**src/rtl/pwm_pkg.sv**
```systemverilog
package pwm_pkg;
    localparam int MIN_BITS = 8;
    localparam int CW       = MIN_BITS + 3;

    typedef enum logic {
        TB_RISE = 1'b0,
        TB_FALL = 1'b1
    } tb_state_e;

    typedef struct packed {
        logic center;
        logic match_en;
        logic pwm_en;
        logic cmp_en;
    } ch_mode_t;
endpackage

```
**src/rtl/pwm_timebase.sv**
```systemverilog
module pwm_timebase
    import pwm_pkg::*;
(
    input  logic          clk,
    input  logic          rst_n,
    input  logic          tick,
    input  logic [1:0]    len,
    output logic [CW-1:0] count,
    output tb_state_e     half,
    output logic [CW-1:0] top,
    output logic          wrap_ev,
    output logic          bottom_ev
);
    tb_state_e     half_n;
    logic [CW-1:0] count_n;

    always_comb begin
        top       = CW'((1 << (MIN_BITS + int'(len))) - 1);
        wrap_ev   = tick && (count >= top);
        bottom_ev = wrap_ev && (half == TB_FALL);
    end

    always_comb begin
        half_n = half;
        unique case (half)
            TB_RISE: if (wrap_ev) half_n = TB_FALL;
            TB_FALL: if (wrap_ev) half_n = TB_RISE;
        endcase
        if (!tick)        count_n = count;
        else if (wrap_ev) count_n = '0;
        else              count_n = count + 1'b1;
    end

    always_ff @(posedge clk) begin
        if (!rst_n) begin
            half  <= TB_RISE;
            count <= '0;
        end else begin
            half  <= half_n;
            count <= count_n;
        end
    end

    p_hold_without_tick_r2: assert property (@(posedge clk) disable iff (!rst_n)
        !tick |=> ($stable(count) && $stable(half)));
    p_wrap_to_zero_r2: assert property (@(posedge clk) disable iff (!rst_n)
        wrap_ev |=> (count == '0));
    p_half_flips_r6: assert property (@(posedge clk) disable iff (!rst_n)
        wrap_ev |=> (half != $past(half)));
endmodule

```
**src/rtl/pwm_channel.sv**
```systemverilog
module pwm_channel
    import pwm_pkg::*;
(
    input  logic          clk,
    input  logic          rst_n,
    input  logic [1:0]    len,
    input  logic          arsel,
    input  logic [7:0]    wdata,
    input  logic          wr_mode,
    input  logic          wr_lo,
    input  logic          wr_hi,
    input  logic          flag_clr,
    input  logic [CW-1:0] count,
    input  tb_state_e     half,
    input  logic [CW-1:0] top,
    input  logic          wrap_ev,
    input  logic          bottom_ev,
    output logic          pwm_q,
    output logic          flag,
    output logic [7:0]    mode_rd,
    output logic [7:0]    lo_rd,
    output logic [7:0]    hi_rd
);
    ch_mode_t      mode;
    logic [15:0]   cmp;
    logic [15:0]   arr;
    logic          active;
    logic          reload;
    logic          hit;
    logic          match_set;
    logic [CW-1:0] view;
    logic [CW-1:0] duty;

    always_comb begin
        active    = mode.cmp_en && mode.pwm_en;
        view      = (mode.center && half == TB_FALL) ? (top - count) : count;
        duty      = (len == 2'd0) ? {{(CW-8){1'b0}}, cmp[7:0]} : (cmp[CW-1:0] & top);
        hit       = active && (view >= duty);
        reload    = mode.center ? bottom_ev : wrap_ev;
        match_set = active && mode.match_en && (mode.center ? bottom_ev : (hit && !pwm_q));
        mode_rd   = {4'b0, mode};
        lo_rd     = arsel ? arr[7:0]  : cmp[7:0];
        hi_rd     = arsel ? arr[15:8] : cmp[15:8];
    end

    always_ff @(posedge clk) begin
        if (!rst_n) begin
            mode  <= '0;
            cmp   <= '0;
            arr   <= '0;
            pwm_q <= 1'b0;
            flag  <= 1'b0;
        end else begin
            pwm_q <= hit;
            flag  <= (flag && !flag_clr) || match_set;
            if (wr_mode)    mode        <= ch_mode_t'(wdata[3:0]);
            else if (wr_lo) mode.cmp_en <= 1'b0;
            else if (wr_hi) mode.cmp_en <= 1'b1;
            if (wr_lo && !arsel) cmp[7:0] <= wdata;
            else if (reload)     cmp[7:0] <= (len == 2'd0) ? cmp[15:8] : arr[7:0];
            if (wr_hi && !arsel)              cmp[15:8] <= wdata;
            else if (reload && len != 2'd0)   cmp[15:8] <= arr[15:8];
            if (wr_lo && arsel) arr[7:0]  <= wdata;
            if (wr_hi && arsel) arr[15:8] <= wdata;
        end
    end

    p_off_output_low_r4: assert property (@(posedge clk) disable iff (!rst_n)
        !active |=> !pwm_q);
    p_lo_write_clears_en_r10: assert property (@(posedge clk) disable iff (!rst_n)
        wr_lo |=> !mode.cmp_en);
    p_hi_write_sets_en_r10: assert property (@(posedge clk) disable iff (!rst_n)
        wr_hi |=> mode.cmp_en);
    p_flag_sticky_r9: assert property (@(posedge clk) disable iff (!rst_n)
        (flag && !flag_clr) |=> flag);
    p_byte_reload_r7: assert property (@(posedge clk) disable iff (!rst_n)
        (reload && len == 2'd0 && !wr_lo && !wr_hi) |=> (cmp[7:0] == $past(cmp[15:8])));
endmodule

```
**src/rtl/pwm_unit.sv**
```systemverilog
module pwm_unit
    import pwm_pkg::*;
#(
    parameter int NCH    = 2,
    parameter int ADDR_W = $clog2(4 * (NCH + 1))
) (
    input  logic              clk,
    input  logic              rst_n,
    input  logic              tick,
    input  logic              bus_we,
    input  logic [ADDR_W-1:0] bus_addr,
    input  logic [7:0]        bus_wdata,
    output logic [7:0]        bus_rdata,
    output logic [NCH-1:0]    pwm_out,
    output logic [NCH-1:0]    ch_flag,
    output logic              ovf_flag
);
    logic [1:0]    len;
    logic          arsel;
    logic          ctrl_wr;
    logic          stat_wr;
    logic [CW-1:0] count;
    logic [CW-1:0] top;
    tb_state_e     half;
    logic          wrap_ev;
    logic          bottom_ev;
    logic [7:0]    mode_rd [NCH];
    logic [7:0]    lo_rd   [NCH];
    logic [7:0]    hi_rd   [NCH];

    assign ctrl_wr = bus_we && (bus_addr == ADDR_W'(0));
    assign stat_wr = bus_we && (bus_addr == ADDR_W'(1));

    always_ff @(posedge clk) begin
        if (!rst_n) begin
            len      <= '0;
            arsel    <= 1'b0;
            ovf_flag <= 1'b0;
        end else begin
            if (ctrl_wr) begin
                len   <= bus_wdata[1:0];
                arsel <= bus_wdata[2];
            end
            ovf_flag <= (ovf_flag && !(stat_wr && bus_wdata[0])) || wrap_ev;
        end
    end

    pwm_timebase u_tb (
        .clk       (clk),
        .rst_n     (rst_n),
        .tick      (tick),
        .len       (len),
        .count     (count),
        .half      (half),
        .top       (top),
        .wrap_ev   (wrap_ev),
        .bottom_ev (bottom_ev)
    );

    for (genvar c = 0; c < NCH; c++) begin : g_ch
        localparam logic [ADDR_W-1:0] BASE = ADDR_W'(4 * (c + 1));
        pwm_channel u_ch (
            .clk       (clk),
            .rst_n     (rst_n),
            .len       (len),
            .arsel     (arsel),
            .wdata     (bus_wdata),
            .wr_mode   (bus_we && bus_addr == BASE),
            .wr_lo     (bus_we && bus_addr == BASE + ADDR_W'(1)),
            .wr_hi     (bus_we && bus_addr == BASE + ADDR_W'(2)),
            .flag_clr  (stat_wr && bus_wdata[c + 1]),
            .count     (count),
            .half      (half),
            .top       (top),
            .wrap_ev   (wrap_ev),
            .bottom_ev (bottom_ev),
            .pwm_q     (pwm_out[c]),
            .flag      (ch_flag[c]),
            .mode_rd   (mode_rd[c]),
            .lo_rd     (lo_rd[c]),
            .hi_rd     (hi_rd[c])
        );
    end

    always_comb begin
        bus_rdata = '0;
        if (bus_addr == ADDR_W'(0)) bus_rdata = {5'b0, arsel, len};
        if (bus_addr == ADDR_W'(1)) bus_rdata = 8'({ch_flag, ovf_flag});
        for (int c = 0; c < NCH; c++) begin
            if (bus_addr == ADDR_W'(4 * (c + 1)))     bus_rdata = mode_rd[c];
            if (bus_addr == ADDR_W'(4 * (c + 1) + 1)) bus_rdata = lo_rd[c];
            if (bus_addr == ADDR_W'(4 * (c + 1) + 2)) bus_rdata = hi_rd[c];
        end
    end

    p_ovf_set_r3: assert property (@(posedge clk) disable iff (!rst_n)
        wrap_ev |=> ovf_flag);
    p_ovf_sticky_r3: assert property (@(posedge clk) disable iff (!rst_n)
        (ovf_flag && !stat_wr) |=> ovf_flag);
endmodule

```
**config.mk**
```make
export PLATFORM = sky130hd
export DESIGN_NAME = pwm_unit
export DESIGN_NICKNAME = d
export VERILOG_FILES = /design/src/rtl/pwm_pkg.sv /design/src/rtl/pwm_timebase.sv /design/src/rtl/pwm_channel.sv /design/src/rtl/pwm_unit.sv
export SDC_FILE = /design/constraint.sdc
export NUM_CORES = 1
export LEC_CHECK = 0
export BUFFER_PORTS_ARGS = -buffer_cell sky130_fd_sc_hd__buf_2
export CAP_MARGIN = 40
export CORE_UTILIZATION = 45
export DETAILED_ROUTE_END_ITERATION = 12
export HOLD_SLACK_MARGIN = 0.05
export PLACE_DENSITY = 0.67
export SLEW_MARGIN = 0
export SYNTH_ARGS = -nofsm -noshare
export SYNTH_HDL_FRONTEND = slang
export SYNTH_SLANG_ARGS = --single-unit
```
**constraint.sdc**
```tcl
create_clock -name clk -period 7.3 [get_ports clk]
set_input_delay 0 -clock clk [delete_from_list [all_inputs] [get_ports clk]]
set_output_delay 0 -clock clk [all_outputs]
set_load 0.05 [all_outputs]
```
==> impl_metrics.json <==
{
  "status": "finished, final reports clean",
  "clk_root_buffer_cell": "sky130_fd_sc_hd__clkbuf_16",
  "n_antenna_cell": 0,
  "route.detailed.drc": 0,
  "postLayoutSetupSlackWorst_ns": 3.459,
  "synth_warnings": 0,
  "final_max_slew_viol_count": 0,
  "finalSetupViolations": 0,
  "tritoncts_num_sinks": 92,
  "cts_repair_resize_count": 0,
  "vias_per_cell": 5.712,
  "cts_inserted_buffers": 9,
  "synthesis.area_per_instance_sq_um": 7.973,
  "critPathKind": "reg -> reg",
  "layout_worst_path_cycle_share_pct": 52.61,
  "dp_slack_ns": 3.574,
  "first_global_vias": 4762,
  "post_synth_num_cell_types": 49,
  "p_leak_nw": 2.217,
  "power_frac_seq_pct": 43.5,
  "port_buffers": 28,
  "critical_path_end_type": "register",
  "synth_compound_area_share_pct": 18.71,
  "die_width_um": 114.3,
  "post_synth_xor_area_fraction_pct": 4.011,
  "worst_hold_path_type": "in -> reg",
  "critPathMaxFanout": 21,
  "largest_net_degree_at_the_start_of_global_routing": 55,
  "final_cell_count_no_fill": 890,
  "iteration_count_of_the_initial_detailed_routing_pass": 5,
  "routed-via-count": 5084,
  "postSynth.asyncResetShare_pct": 0,
  "floorplan.initialDensity_pct": 46.68,
  "worst_ep_arrival_time_ns": 4.06,
  "grt_antenna_before_repair": 0,
  "power.density_nw_per_um2": 188.8,
  "final.min_clock_period_ns": 3.841,
  "synth_simple_gate_area_share_pct": 20.78,
  "cts.path.max_buffers": 2,
  "max_slew.worst_pin.slew_ns": 0.9062,
  "ys.flop_type": "sky130_fd_sc_hd__dfxtp_1",
  "grt_first_pass_wirelength_um": 25050,
  "cts_tree": "done",
  "internal_power_mw": 0.8977,
  "clock.fmax_mhz": 260.4,
  "clk-insertion-delay-late_ns": 0.35,
  "placedCellCount": 863,
  "area_growth_pct": 11.06,
  "final.fill_count": 1129,
  "syn-instance-count": 712,
  "grt_usage_pct": 24.84,
  "die_h_um": 114.3,
  "layout.cells.most_common": "sky130_fd_sc_hd__nand2_1",
  "count_of_standard_cell_rows": 40,
  "clockPowerShare_pct": 47.2,
  "start_kind": "register",
  "fin_setup_tns_ns": 0,
  "highest_count_cells_in_the_layout_ignoring_fill_and_taps": "sky130_fd_sc_hd__nand2_1 (116), sky130_fd_sc_hd__dfxtp_1 (91), sky130_fd_sc_hd__mux2i_1 (68), sky130_fd_sc_hd__o21ai_0 (53), sky130_fd_sc_hd__nor2_1 (43)",
  "slew_headroom_pct": 39.44,
  "worst_setup_hold_path_clk_slew_ns": 0.07,
  "combinational_family_with_the_most_area_after_synthesis": "simple AND/OR/NAND/NOR gates",
  "final_util_pct": 51.84,
  "synth_enable_flop_cells": 0,
  "area_of_the_placeable_core_sq_um": 12160,
  "cap_viol_max_count": 0,
  "seq_area_frac_synth_pct": 32.44,
  "finalClockSkew_ns": 0.007997,
  "rsz0062_at_grt": "no",
  "synthMuxAreaShare_pct": 12.59,
  "power.switching_fraction_pct": 24.59,
  "gpl.final_weighted_congestion": 0.9056,
  "wire_length_reported_by_the_detailed_router_um": 15430,
  "logic_gate_share_of_total_power_pct": 9.3,
  "p_sw_mw": 0.2928,
  "num-nets-final": 760,
  "layout-drive-gt1-share_pct": 8.172,
  "synthesis.nets": 755,
  "drt_iter0_drc": 563,
  "critPathRequiredTime_ns": 7.52,
  "detailedPlacementHpwl_um": 11100,
  "route.antenna.remaining_nets": 0,
  "peak_supply_drop_mv": 0.1360,
  "globalRouteOverflowTotal": 0,
  "syn-cell-area_sq_um": 5677,
  "hold_viol_final": 0,
  "drt-wirelength-per-cell_um": 17.34,
  "floorplan.io_pins": 29,
  "synth-adder-area-share_pct": 5.951,
  "clock_tree.htree_level_count": 3,
  "die_area_sq_um": 13070,
  "postSynthRegisterBits": 92
}
[kinds of logic after synthesis]
kind of cell               Yosys count
muxes                               71
xor gates and xnor gates            26
DFF                                 92
buffers and inverters               70
and+or+nand+nor                    256
adders and majority gates           27
AOI/OAI and AO/OA                  170
[metal layers]
metal	vias to the layer above	GRT usage [%]	wire length, um
met5	-	0	0
met4	0	6.926	236
met3	25	6.141	1353
met2	197	37.54	6762
met1	2378	35.01	7078
li1	2484	-	-
[what timing repair did]
item,CTS,global route
hold buffers,11,0
hold endpoints to repair,46,0
buffers inserted,0,0
[power by group through the flow]
stage | Combinational (mW) | Sequential, mW | Clock [mW]
after floorplan | 0.0750 | 0.526 | 0
after global placement | 0.101 | 0.529 | 0
after detailed placement | 0.104 | 0.529 | 0
after CTS | 0.109 | 0.518 | 0.568
after global routing | 0.120 | 0.519 | 0.590
final | 0.111 | 0.518 | 0.562
[worst max-delay path, cell delays in order (launching register included)]
cell and delay (ns):
sky130_fd_sc_hd__dfxtp_1 0.38, sky130_fd_sc_hd__nor2_1 0.12, sky130_fd_sc_hd__buf_4 0.22, sky130_fd_sc_hd__inv_1 0.34
sky130_fd_sc_hd__ha_1 0.51, sky130_fd_sc_hd__nand3_1 0.09, sky130_fd_sc_hd__or3_1 0.55, sky130_fd_sc_hd__nand2_1 0.22
sky130_fd_sc_hd__ha_1 0.22, sky130_fd_sc_hd__nand2b_1 0.19, sky130_fd_sc_hd__nand2_1 0.11, sky130_fd_sc_hd__a21oi_4 0.42
sky130_fd_sc_hd__mux2i_1 0.24, sky130_fd_sc_hd__a21oi_1 0.08
[stage by stage]
| stage | hold slack, ns | power [mW] | cell area [sq um] |
|---|---|---|---|
| final | 0.1149 | 1.191 | 6305 |
| after global routing | 0.1179 | 1.228 | 6305 |
| after CTS | 0.09436 | 1.194 | 6305 |
| after detailed placement | 0.3397 | 0.6330 | 5837 |
| after global placement | 0.3377 | 0.6300 | 5809 |
| after floorplan | 0.1085 | 0.6008 | 5677 |
[path summary, 6_finish.rpt]
check,from,endpoint,slack [ns],cells past startpoint
setup / recovery,len[1],g_ch[1].u_ch.cmp[13],3.46,13
hold / removal,bus_addr[1],g_ch[0].u_ch.mode_rd[0],0.11,3
setup reg to reg,len[1],g_ch[1].u_ch.cmp[13],3.46,13
hold reg to reg,g_ch[0].u_ch.pwm_q,g_ch[0].u_ch.flag,0.47,1
[synthesized netlist by cell type (3+ instances only)]
cell,n,area [sq um]
sky130_fd_sc_hd__mux2_2,3,33.78
sky130_fd_sc_hd__o31ai_1,11,82.58
sky130_fd_sc_hd__nand4_1,8,50.05
sky130_fd_sc_hd__mux2i_1,68,680.7
sky130_fd_sc_hd__o21a_1,3,22.52
sky130_fd_sc_hd__nand3_1,14,70.07
sky130_fd_sc_hd__buf_2,7,35.03
sky130_fd_sc_hd__buf_4,9,67.56
sky130_fd_sc_hd__nor2b_1,27,168.9
sky130_fd_sc_hd__clkbuf_1,30,112.6
sky130_fd_sc_hd__and2_1,3,18.77
sky130_fd_sc_hd__xnor2_1,20,175.2
sky130_fd_sc_hd__nand2b_1,10,62.56
sky130_fd_sc_hd__a21boi_0,25,187.7
sky130_fd_sc_hd__o21ai_1,10,50.05
sky130_fd_sc_hd__a21o_1,3,22.52
sky130_fd_sc_hd__xor2_1,6,52.55
sky130_fd_sc_hd__inv_1,21,78.83
sky130_fd_sc_hd__and3_1,16,100.1
sky130_fd_sc_hd__nor2_1,43,161.4
sky130_fd_sc_hd__o21ai_0,53,265.3
sky130_fd_sc_hd__a21oi_1,34,170.2
sky130_fd_sc_hd__dfxtp_1,92,1842
sky130_fd_sc_hd__o22ai_1,10,62.56
sky130_fd_sc_hd__nor3_1,10,50.05
sky130_fd_sc_hd__a31oi_1,4,25.02
sky130_fd_sc_hd__nand2_1,116,435.4
sky130_fd_sc_hd__ha_1,27,337.8
[sequential cells by signal, summed over array words and instances (netlist names)]
name	flops
g_ch.u_ch.mode_rd	8
g_ch.u_ch.flag	2
g_ch.u_ch.pwm_q	2
u_tb.count	11
g_ch.u_ch.cmp	32
arsel	1
g_ch.u_ch.arr	32
u_tb.half	1
ovf_flag	1
len	2
[layout make-up]
type	count	area (sq um)	share of cell area (%)
Multi-Input combinational cell	550	3522	55.86
Sequential cell	92	1843	29.23
Timing Repair Buffer	43	292.8	4.644
Clock buffer	10	239.0	3.790
Tap cell	168	210.2	3.334
Clock inverter	6	118.9	1.885
Inverter	21	78.83	1.250
Note: power is estimated with default switching activity, not from simulation.
